File: config.mk
export PLATFORM = sky130hd
export DESIGN_NAME = extirq_ctrl
export DESIGN_NICKNAME = d
export VERILOG_FILES = /design/src/rtl/extirq_pkg.sv /design/src/rtl/extirq_pin_det.sv /design/src/rtl/extirq_regs.sv /design/src/rtl/extirq_out.sv /design/src/rtl/extirq_ctrl.sv
export SDC_FILE = /design/constraint.sdc
export NUM_CORES = 1
export LEC_CHECK = 0
export ABC_CLOCK_PERIOD_IN_PS = 23000
export BUFFER_PORTS_ARGS = -buffer_cell sky130_fd_sc_hd__clkbuf_2
export CAP_MARGIN = 25
export CORE_ASPECT_RATIO = 1.4
export CORE_MARGIN = 4
export CORE_UTILIZATION = 63
export CTS_CLUSTER_SIZE = 40
export DETAILED_ROUTE_END_ITERATION = 6
export PLACE_DENSITY = 0.88
export REMOVE_ABC_BUFFERS = 1
export SYNTH_ARGS = -nofsm -noshare
export SYNTH_HDL_FRONTEND = slang
export SYNTH_SLANG_ARGS = --single-unit
File: constraint.sdc
create_clock -name clk -period 23 [get_ports clk]
set_input_delay 3.45 -clock clk [delete_from_list [all_inputs] [get_ports clk]]
set_output_delay 3.45 -clock clk [all_outputs]
set_load 0.1 [all_outputs]
File: src/rtl/extirq_pkg.sv
package extirq_pkg;

    localparam int PRIO_W = 4;
    localparam int WORD_W = 32;

    typedef enum logic [2:0] {
        SEL_SENSE = 3'd0,
        SEL_PRIO  = 3'd1,
        SEL_SRC   = 3'd2,
        SEL_MSET  = 3'd3,
        SEL_MCLR  = 3'd4,
        SEL_MODE  = 3'd5
    } reg_sel_e;

    typedef enum logic [3:0] {
        SN_FALL = 4'd0,
        SN_RISE = 4'd1,
        SN_LOW  = 4'd2,
        SN_HIGH = 4'd3,
        SN_BOTH = 4'd4
    } sense_code_e;

    typedef enum logic {
        DET_LOW  = 1'b0,
        DET_HIGH = 1'b1
    } det_state_e;

endpackage

File: src/rtl/extirq_pin_det.sv
module extirq_pin_det
    import extirq_pkg::*;
#(
    parameter int SENSE_W = 4
) (
    input  logic               clk,
    input  logic               rst_n,
    input  logic               pin_i,
    input  logic [SENSE_W-1:0] sense_i,
    output logic               hit_o
);

    logic       sync1_q;
    logic       sync2_q;
    det_state_e st_q;
    det_state_e st_nx;
    logic [3:0] code;
    logic       rose;
    logic       fell;

    // two-flop synchronizer
    always_ff @(posedge clk or negedge rst_n) begin
        if (!rst_n) begin
            sync1_q <= 1'b0;
            sync2_q <= 1'b0;
        end else begin
            sync1_q <= pin_i;
            sync2_q <= sync1_q;
        end
    end

    // state register
    always_ff @(posedge clk or negedge rst_n) begin
        if (!rst_n) st_q <= DET_LOW;
        else        st_q <= st_nx;
    end

    // next-state logic: rise and fall transitions
    always_comb begin
        st_nx = st_q;
        unique case (st_q)
            DET_LOW:  if (sync2_q)  st_nx = DET_HIGH;
            DET_HIGH: if (!sync2_q) st_nx = DET_LOW;
        endcase
    end

    // output logic: detection per sense code
    always_comb begin
        code = 4'(sense_i);
        rose = (st_q == DET_LOW) && sync2_q;
        fell = (st_q == DET_HIGH) && !sync2_q;
        case (code)
            SN_FALL: hit_o = fell;
            SN_RISE: hit_o = rose;
            SN_LOW:  hit_o = !sync2_q;
            SN_HIGH: hit_o = sync2_q;
            SN_BOTH: hit_o = rose || fell;
            default: hit_o = 1'b0;
        endcase
    end

    // a falling-edge hit leaves the tracker in the low state
    p_fall_hit_r2: assert property (@(posedge clk) disable iff (!rst_n)
        (code == SN_FALL && hit_o) |=> (st_q == DET_LOW));

endmodule

File: src/rtl/extirq_regs.sv
module extirq_regs
    import extirq_pkg::*;
#(
    parameter int NUM_PINS  = 8,
    parameter int SENSE_W   = 4,
    parameter int BIT_REG_W = 8,
    parameter int MODE_BIT  = 23
) (
    input  logic                         clk,
    input  logic                         rst_n,
    input  logic                         wr_i,
    input  logic [2:0]                   addr_i,
    input  logic [WORD_W-1:0]            wdata_i,
    input  logic [NUM_PINS-1:0]          hit_i,
    output logic [WORD_W-1:0]            rdata_o,
    output logic [NUM_PINS*SENSE_W-1:0]  sense_o,
    output logic [NUM_PINS*PRIO_W-1:0]   prio_o,
    output logic [NUM_PINS-1:0]          pend_o,
    output logic [NUM_PINS-1:0]          mask_o,
    output logic                         indiv_o
);

    logic [WORD_W-1:0]   sense_q;
    logic [WORD_W-1:0]   prio_q;
    logic [NUM_PINS-1:0] pend_q;
    logic [NUM_PINS-1:0] mask_q;
    logic                mode_q;
    logic [NUM_PINS-1:0] wbit;
    logic                wr_sense, wr_prio, wr_src, wr_mset, wr_mclr, wr_mode;

    // pin k at bit BIT_REG_W-1-k; fields from the top of the word down
    for (genvar k = 0; k < NUM_PINS; k++) begin : g_map
        assign wbit[k] = wdata_i[BIT_REG_W-1-k];
        assign sense_o[k*SENSE_W +: SENSE_W] = sense_q[WORD_W-(k+1)*SENSE_W +: SENSE_W];
        assign prio_o[k*PRIO_W +: PRIO_W]    = prio_q[WORD_W-(k+1)*PRIO_W +: PRIO_W];
    end

    assign wr_sense = wr_i && (addr_i == SEL_SENSE);
    assign wr_prio  = wr_i && (addr_i == SEL_PRIO);
    assign wr_src   = wr_i && (addr_i == SEL_SRC);
    assign wr_mset  = wr_i && (addr_i == SEL_MSET);
    assign wr_mclr  = wr_i && (addr_i == SEL_MCLR);
    assign wr_mode  = wr_i && (addr_i == SEL_MODE);

    always_ff @(posedge clk or negedge rst_n) begin
        if (!rst_n) begin
            sense_q <= '0;
            prio_q  <= '0;
            mode_q  <= 1'b0;
        end else begin
            if (wr_sense) sense_q <= wdata_i;
            if (wr_prio)  prio_q  <= wdata_i;
            if (wr_mode)  mode_q  <= wdata_i[MODE_BIT];
        end
    end

    // pending: zeros written clear, detection in the same cycle wins
    always_ff @(posedge clk or negedge rst_n) begin
        if (!rst_n)      pend_q <= '0;
        else if (wr_src) pend_q <= (pend_q & wbit) | hit_i;
        else             pend_q <= pend_q | hit_i;
    end

    // mask: separate set and clear strobes
    always_ff @(posedge clk or negedge rst_n) begin
        if (!rst_n)       mask_q <= '1;
        else if (wr_mset) mask_q <= mask_q | wbit;
        else if (wr_mclr) mask_q <= mask_q & ~wbit;
    end

    always_comb begin
        rdata_o = '0;
        case (addr_i)
            SEL_SENSE: rdata_o = sense_q;
            SEL_PRIO:  rdata_o = prio_q;
            SEL_SRC: begin
                for (int k = 0; k < NUM_PINS; k++)
                    rdata_o[BIT_REG_W-1-k] = pend_q[k];
            end
            SEL_MODE:  rdata_o[MODE_BIT] = mode_q;
            default:   rdata_o = '0;
        endcase
    end

    assign pend_o  = pend_q;
    assign mask_o  = mask_q;
    assign indiv_o = mode_q;

    for (genvar k = 0; k < NUM_PINS; k++) begin : g_chk
        // a one written to mask-set masks the pin
        p_mask_set_r6: assert property (@(posedge clk) disable iff (!rst_n)
            (wr_i && addr_i == SEL_MSET && wdata_i[BIT_REG_W-1-k]) |=> mask_o[k]);
        // a one written to mask-clear unmasks the pin
        p_mask_clr_r7: assert property (@(posedge clk) disable iff (!rst_n)
            (wr_i && addr_i == SEL_MCLR && wdata_i[BIT_REG_W-1-k]) |=> !mask_o[k]);
        // a zero written to source with no detection clears the pin
        p_clear_zero_r5: assert property (@(posedge clk) disable iff (!rst_n)
            (wr_i && addr_i == SEL_SRC && !wdata_i[BIT_REG_W-1-k] && !hit_i[k])
            |=> !pend_o[k]);
    end

endmodule

File: src/rtl/extirq_out.sv
module extirq_out
    import extirq_pkg::*;
#(
    parameter int NUM_PINS = 8
) (
    input  logic [NUM_PINS-1:0]        pend_i,
    input  logic [NUM_PINS-1:0]        mask_i,
    input  logic [NUM_PINS*PRIO_W-1:0] prio_i,
    input  logic                       indiv_i,
    output logic [NUM_PINS-1:0]        irq_o,
    output logic [PRIO_W-1:0]          lvl_o
);

    logic [NUM_PINS-1:0] req;
    logic [PRIO_W-1:0]   best;

    always_comb begin
        best = '0;
        for (int k = 0; k < NUM_PINS; k++) begin
            req[k] = pend_i[k] && !mask_i[k] && (prio_i[k*PRIO_W +: PRIO_W] != '0);
            if (req[k] && (prio_i[k*PRIO_W +: PRIO_W] > best))
                best = prio_i[k*PRIO_W +: PRIO_W];
        end
        irq_o = indiv_i ? req : '0;
        lvl_o = indiv_i ? '0 : best;
    end

endmodule

File: src/rtl/extirq_ctrl.sv
module extirq_ctrl
    import extirq_pkg::*;
#(
    parameter int NUM_PINS  = 8,
    parameter int SENSE_W   = 4,
    parameter int BIT_REG_W = 8,
    parameter int MODE_BIT  = 23
) (
    input  logic                clk,
    input  logic                rst_n,
    input  logic [NUM_PINS-1:0] pin_i,
    input  logic                bus_wr,
    input  logic [2:0]          bus_addr,
    input  logic [31:0]         bus_wdata,
    output logic [31:0]         bus_rdata,
    output logic [NUM_PINS-1:0] irq_o,
    output logic [3:0]          lvl_o
);

    logic [NUM_PINS-1:0]         hit;
    logic [NUM_PINS*SENSE_W-1:0] sense;
    logic [NUM_PINS*PRIO_W-1:0]  prio;
    logic [NUM_PINS-1:0]         pend;
    logic [NUM_PINS-1:0]         mask;
    logic                        indiv;

    for (genvar k = 0; k < NUM_PINS; k++) begin : g_det
        extirq_pin_det #(.SENSE_W(SENSE_W)) u_det (
            .clk     (clk),
            .rst_n   (rst_n),
            .pin_i   (pin_i[k]),
            .sense_i (sense[k*SENSE_W +: SENSE_W]),
            .hit_o   (hit[k])
        );
    end

    extirq_regs #(
        .NUM_PINS  (NUM_PINS),
        .SENSE_W   (SENSE_W),
        .BIT_REG_W (BIT_REG_W),
        .MODE_BIT  (MODE_BIT)
    ) u_regs (
        .clk     (clk),
        .rst_n   (rst_n),
        .wr_i    (bus_wr),
        .addr_i  (bus_addr),
        .wdata_i (bus_wdata),
        .hit_i   (hit),
        .rdata_o (bus_rdata),
        .sense_o (sense),
        .prio_o  (prio),
        .pend_o  (pend),
        .mask_o  (mask),
        .indiv_o (indiv)
    );

    extirq_out #(.NUM_PINS(NUM_PINS)) u_out (
        .pend_i  (pend),
        .mask_i  (mask),
        .prio_i  (prio),
        .indiv_i (indiv),
        .irq_o   (irq_o),
        .lvl_o   (lvl_o)
    );

    for (genvar k = 0; k < NUM_PINS; k++) begin : g_top_chk
        // a pending bit only rises after a detection
        p_pend_cause_r3: assert property (@(posedge clk) disable iff (!rst_n)
            $rose(pend[k]) |-> $past(hit[k]));
    end

    // a non-zero encoded level needs an unmasked pending pin
    p_lvl_source_r11: assert property (@(posedge clk) disable iff (!rst_n)
        (lvl_o != 4'd0) |-> ((pend & ~mask) != '0));

endmodule

# Word level (Yosys, flattened, before mapping)
# Index checks and enable logic that the tools add are counted.
[classes]
reduce_logical = 88
magnitude_cmp = 8
n_mux = 33
eq_ne = 37
bitwise_logic = 14
[op_table]
columns = ["operator", "n"]
rows = [
  ["4-bit by 2-bit == test with 1-bit output (second input constant)", 16],
  ["1-bit logical AND", 46],
  ["1-bit case mux with 5 select lines", 8],
  ["4-bit 2-to-1 mux", 9],
  ["4-bit by 1-bit == test with 1-bit output (second input constant)", 8],
  ["4-bit by 3-bit == test with 1-bit output (second input constant)", 8],
  ["4-bit zero test", 8],
  ["8-bit 2-to-1 mux", 4],
  ["4-bit nonzero test", 8],
  ["15-bit case mux with 2 select lines", 1],
  ["4-bit > comparator", 7],
  ["8-bit OR", 3],
  ["8-bit case mux with 3 select lines", 1],
  ["8-bit bitwise AND", 2],
  ["1-bit zero test", 16],
  ["8-bit case mux with 2 select lines", 1],
  ["1-bit logical OR", 8],
  ["1-bit 2-to-1 mux", 8],
  ["1-bit inverter", 8],
  ["8-bit inverter", 1],
  ["3-bit by 2-bit == test with 1-bit output (second input constant)", 2],
  ["3-bit == test (second input constant)", 2],
  ["4-bit by 1-bit > comparator with 1-bit output (second input constant)", 1],
  ["3-bit by 1-bit == test with 1-bit output (second input constant)", 1],
  ["other kinds (3)", 3],
]
[totals]
reg_bits = 105
wordCells = 209

# Depth between registers and ports, before layout
[depth]
ltp_word = 27
depth_mapped = 62
mapped_depth_nobuf = 62

# By module
# From an unflattened synthesis, not the netlist that was laid out.
[hier_totals]
cells_unflattened = 623
hier_area_um2 = 6739.0
[modules_own_cells]
columns = ["module", "area_per_inst_um2", "cells_each", "n_inst", "seq_area_each_um2"]
rows = [
  ["extirq_regs", 3653.5, 275, 1, 2037.0],
  ["extirq_out", 1764.2, 228, 1, 0.0],
  ["extirq_pin_det", 165.2, 15, 8, 75.1],
]

# Worst setup path before layout
# No wires, ideal clock.
[synth_timing]
path_type = "reg2out"
start = "register with a tool-made name"
end = "output lvl_o[1]"
required_ns = 19.550
path_stages_with_launch = 55
arrival_time_ns = 12.697
setup_slack_ns = 6.853
path_buffers = 0
cell_sequence = "dfstp_2 nand3b_1 ha_1 nor2b_1 o211ai_1 a21oi_1 o21ai_0 inv_1 ha_1 nand2_1 o2111ai_1 a21oi_1 a211o_1 or2_4 nand2_1 nand2_1 o21ai_0 inv_1 [... 19 more ...] o211a_1 nor2_1 nand2_1 and2_1 ha_1 nor2b_1 o21a_1 o21a_1 o211ai_1 nor2_1 a31o_2 ha_1 nor2b_1 o21a_1 o21a_1 o211ai_1 o22ai_1 a311oi_1"
[synth_rtl]
columns = ["item", "line", "source"]
rows = [
  ["end, declared", "extirq_ctrl.sv:17", "output logic [3:0] lvl_o"],
]

# Final worst setup path
[layout_timing]
start = "register u_regs.pend_q[0] (netlist: u_regs.pend_o[0])"
end = "output lvl_o[1]"
[layout_between]
elab_chain_cells = 26
[layout_lines]
columns = ["item", "line", "source"]
rows = [
  ["start, declared", "extirq_regs.sv:25", "logic [NUM_PINS-1:0] pend_q;"],
  ["start signal, assigned", "extirq_regs.sv:60", "else if (wr_src) pend_q <= (pend_q & wbit) | hit_i;"],
  ["start signal, assigned", "extirq_regs.sv:61", "else pend_q <= pend_q | hit_i;"],
  ["1-bit logical AND (*) (2 in a row)", "extirq_out.sv:20", "req[k] = pend_i[k] && !mask_i[k] && (prio_i[k*PRIO_W +: PRIO_W] != '0);"],
  ["1-bit logical AND (*)", "extirq_out.sv:21", "if (req[k] && (prio_i[k*PRIO_W +: PRIO_W] > best))"],
  ["4-bit 2-to-1 mux (*)", "extirq_out.sv:21", ""],
  ["4-bit > comparator", "extirq_out.sv:21", ""],
  ["1-bit logical AND", "extirq_out.sv:21", ""],
  ["4-bit 2-to-1 mux (*)", "extirq_out.sv:21", ""],
  ["4-bit > comparator", "extirq_out.sv:21", ""],
  ["1-bit logical AND", "extirq_out.sv:21", ""],
  ["[... 9 more ...]", "--", ""],
  ["4-bit 2-to-1 mux (*)", "extirq_out.sv:21", ""],
  ["4-bit > comparator", "extirq_out.sv:21", ""],
  ["1-bit logical AND", "extirq_out.sv:21", ""],
  ["4-bit 2-to-1 mux (*)", "extirq_out.sv:21", ""],
  ["4-bit > comparator", "extirq_out.sv:21", ""],
  ["1-bit logical AND", "extirq_out.sv:21", ""],
  ["4-bit 2-to-1 mux (*)", "extirq_out.sv:21", ""],
  ["4-bit 2-to-1 mux (*)", "extirq_out.sv:25", "lvl_o = indiv_i ? '0 : best;"],
]
# Every way passes the cells marked *; elsewhere a longest branch is shown, timed or not.

==> reports/qor.txt <==
outcome -> complete, no violations
wire length on met2 -> 8.872 mm
clock tree sinks -> 105
Worst EP required -> 19,550 ps
critical path endpoint -> lvl_o[1]
met1 wire length -> 6.668 mm
layout cells sized above 1 -> 0.2642
1st-pass router iterations -> 5
Final Hold Viols -> 0
Compound-Gate Fraction of Synth Area -> 0.2069
cell taking the most area after synthesis -> dfrtp_1
WL/cell -> 19.52 µm
top cells by area, synth -> dfrtp_1 37%, mux2_2 10%, ha_1 6.9%, a22o_1 3.6%, o21ai_0 3.4%
Slew Viols, Final -> 0
average cell area after synthesis -> 9.756 µm²
Num CTS Buffers -> 9
vias in the first global route -> 5,919
CTS H-tree depth -> 3
CP dominant cell by count -> nand2_1
core area -> 10,060 µm²
Post-CTS Setup Bufs -> 0
slack of the critical path -> 6240 ps
Max Fclk -> 59.67 MHz
hold buffers post-CTS -> 0
post-synthesis sequential area ratio -> 0.4023
Crit. Startpoint -> u_regs.pend_o[0]$_DFF_PN0_
mux cell area share after synthesis -> 0.1202
HPWL Detailed -> 12.73 mm
post-synthesis xor/xnor area fraction -> 0.01336
DRT antenna net count -> 0
Post-synth top flop -> dfrtp_1
clk_lat worst skew -> 350 ps
fin crit share -> 0.7287
Placer Congestion -> 0.9978
crit path kind -> flop to output pin
Max Cap Viol -> 0
Worst Reg-to-Reg Cells -> 7
Initial Util -> 0.6517
worst rel slew slack -> 0.3338
CTS tree -> done
CP max-delay cell -> a2111oi_0
largest family of logic cells by synthesized area -> compound AO/OA/AOI/OAI gates
Area Overhead vs Synth -> 13.53%
# port buffers -> 89
Distinct cells, synth -> 70
Detailed Route WL -> 17.41 mm
Simple-Gate Fraction of Synth Area -> 0.1469
Die Area -> 12,130 µm²
number of synthesized flops with an enable pin -> 0
DP Worst Slack -> 6936 ps
Yosys reg bits -> 105
min Tclk post-route -> 16,760 ps
clock root cell -> clkbuf_16
diode count -> 0
Die Span Y -> 128.7 µm
DRC viols -> 0
global-route wire length before repair -> 28.81 mm
Async SR Flop Fraction -> 1.000
worst-path maximum fanout -> 8
IO Count -> 90
CP endpoint kind -> output pin
Via Count -> 5,742
YS warnings -> 0
Setup TNS Final -> 0 ps
DIE WIDTH -> 94.22 µm
Worst setup SP type -> flop
Worst-path clk slew -> 70 ps
largest net degree at the start of global routing -> 59
CP peak stage delay -> 650 ps
worst min path class -> flop to flop
total grt overflow -> 0
Reg-to-Reg End -> u_regs.pend_o[4]$_DFF_PN0_
# nets final -> 834
Syn Std Cell Area -> 6556 µm²
number of DRC markers in iteration 0 -> 383
Total GRT Usage -> 0.3024
post-CTS sizing -> 0
Via-to-Cell Ratio -> 6.437
top cell type's share of synthesized area -> 0.3702
setup violators final -> 0
reg-to-reg startpoint -> g_det[4].u_det.sync2_q$_DFF_PN0_
Max clock buf depth -> 2
measured slew at the worst slew-check pin -> 994.0 ps
# rows -> 43
Post-Syn Instances -> 672
Top Metal Used -> met4
Final Skew -> 5.663 ps
RSZ-0062 raised after global routing -> false
adder-cell area share of the yosys netlist -> 0.07042
initial antenna violation count -> 0
crit path DAT -> 13,310 ps
Met3 Wirelength -> 1.048 mm
R2R setup slack -> 21,370 ps
[worst min-delay path by stage]
| stage | slack (ps) | depth (start not counted) | start | to |
|---|---|---|---|---|
| after global placement | 330 | 0 | g_det[0].u_det.sync1_q$_DFF_PN0_ | g_det[0].u_det.sync2_q$_DFF_PN0_ |
| after floorplan | 330 | 0 | g_det[0].u_det.sync1_q$_DFF_PN0_ | g_det[0].u_det.sync2_q$_DFF_PN0_ |
| after CTS | 350 | 0 | g_det[5].u_det.sync1_q$_DFF_PN0_ | g_det[5].u_det.sync2_q$_DFF_PN0_ |
| final | 350 | 0 | g_det[3].u_det.sync1_q$_DFF_PN0_ | g_det[3].u_det.sync2_q$_DFF_PN0_ |
| after global routing | 360 | 0 | g_det[7].u_det.sync1_q$_DFF_PN0_ | g_det[7].u_det.sync2_q$_DFF_PN0_ |
| after detailed placement | 340 | 0 | g_det[3].u_det.sync1_q$_DFF_PN0_ | g_det[3].u_det.sync2_q$_DFF_PN0_ |
[flip-flops by register name (all words and copies together), names as in the netlist, named ones only]
name,count
u_regs.prio_q,32
g_det.u_det.sync2_q,8
u_regs.indiv_o,1
u_regs.pend_o,8
u_regs.sense_q,32
g_det.u_det.st_q,8
g_det.u_det.sync1_q,8
[per-stage QoR]
| stage | cell area (µm²) | std cells | util | hold slack, ps |
|---|---|---|---|---|
| 2_1_floorplan | 6460 | 647 | - | 331.2 |
| 3_3_place_gp | 7114 | 875 | 0.7071 | 331.3 |
| 3_5_place_dp | 7129 | 876 | 0.7086 | 335.6 |
| 4_1_cts | 7443 | 892 | 0.7398 | 351.3 |
| 5_1_grt | 7443 | 892 | 0.7398 | 355.5 |
| 6_report | 7443 | 892 | 0.7398 | 348.8 |
[routing by layer]
layer  global-route usage  vias up
li1                     -     2617
met2               0.5213      266
met3              0.04912       77
met1               0.3504     2782
met4               0.1811        0
met5                    0        -
[cell usage after synthesis, types with 3 or more instances]
cell       instances
dfrtp_1           97
mux2_2            58
nor2_1            47
o21ai_0           45
inv_1             44
a21oi_1           43
nand2_1           43
ha_1              36
a22o_1            27
nor2b_1           23
nor3_1            19
clkbuf_1          17
a211oi_1          14
mux2i_1           12
and2_1            10
dfstp_2            8
nand3_1            8
nor3b_1            7
xor2_1             7
a31oi_1            6
buf_1              6
o21a_1             6
nor4_1             5
o21bai_1           5
nand4_1            4
a21o_1             3
a22oi_1            3
nand3b_1           3
o2111ai_1          3
o211a_1            3
o211ai_1           3
o21ai_1            3
o22ai_1            3
or2_2              3
xnor2_1            3
[worst max-delay path: cells and delay by family, from the launching register on]
kind                     cells  cell delay [ps]
buffers and inverters        5              690
adder cells (fa/ha/maj)      7             2250
AND/OR/NAND/NOR             24             3640
flip-flops                   1              450
AO/OA/AOI/OAI               23             5530
multiplexers                 1              380
[cell usage in the layout, fill, tap and decap left out, types with 3 or more instances in the layout]
cell,instances
o211ai_1,3
mux2_2,58
buf_4,5
nor3b_1,7
or2_2,3
clkbuf_2,88
nand4_1,4
o21ai_1,3
xor2_1,7
a22oi_1,3
a22o_1,27
nor4_1,5
mux2i_1,12
dfrtp_1,97
a21o_1,3
inv_1,44
o21ai_0,45
xnor2_1,3
nor2b_1,22
a31oi_1,6
a211oi_1,14
nor3_1,18
nand3_1,8
nand2_1,43
o211a_1,3
and2_1,10
nand3b_1,3
a21oi_1,43
dfstp_2,8
o22ai_1,3
o2111ai_1,3
o21a_1,6
nor2_1,47
ha_1,36
clkbuf_16,9
o21bai_1,5
[kinds of logic (layout without fill, tap and decap cells)]
group | after synthesis | in the layout
flops | 105 | 105
buf+inv | 69 | 154
fa+ha+maj | 37 | 37
compound gates | 192 | 192
mux | 71 | 71
simple gates | 188 | 188
xor+xnor | 10 | 10
[layout make-up]
class                   count  area, µm²
clock inverters             5      61.31
flip-flops and latches    105       2638
fillers                   719       2618
clock buffers              11      252.7
multi-input cells         498       3665
well taps                 135      168.9
repair buffers             94      493.0
inverters                  44      165.2
Power is left out: the tool's default activity adds up to more than one toggle a clock period on the data nets, which glitch-free logic cannot reach.
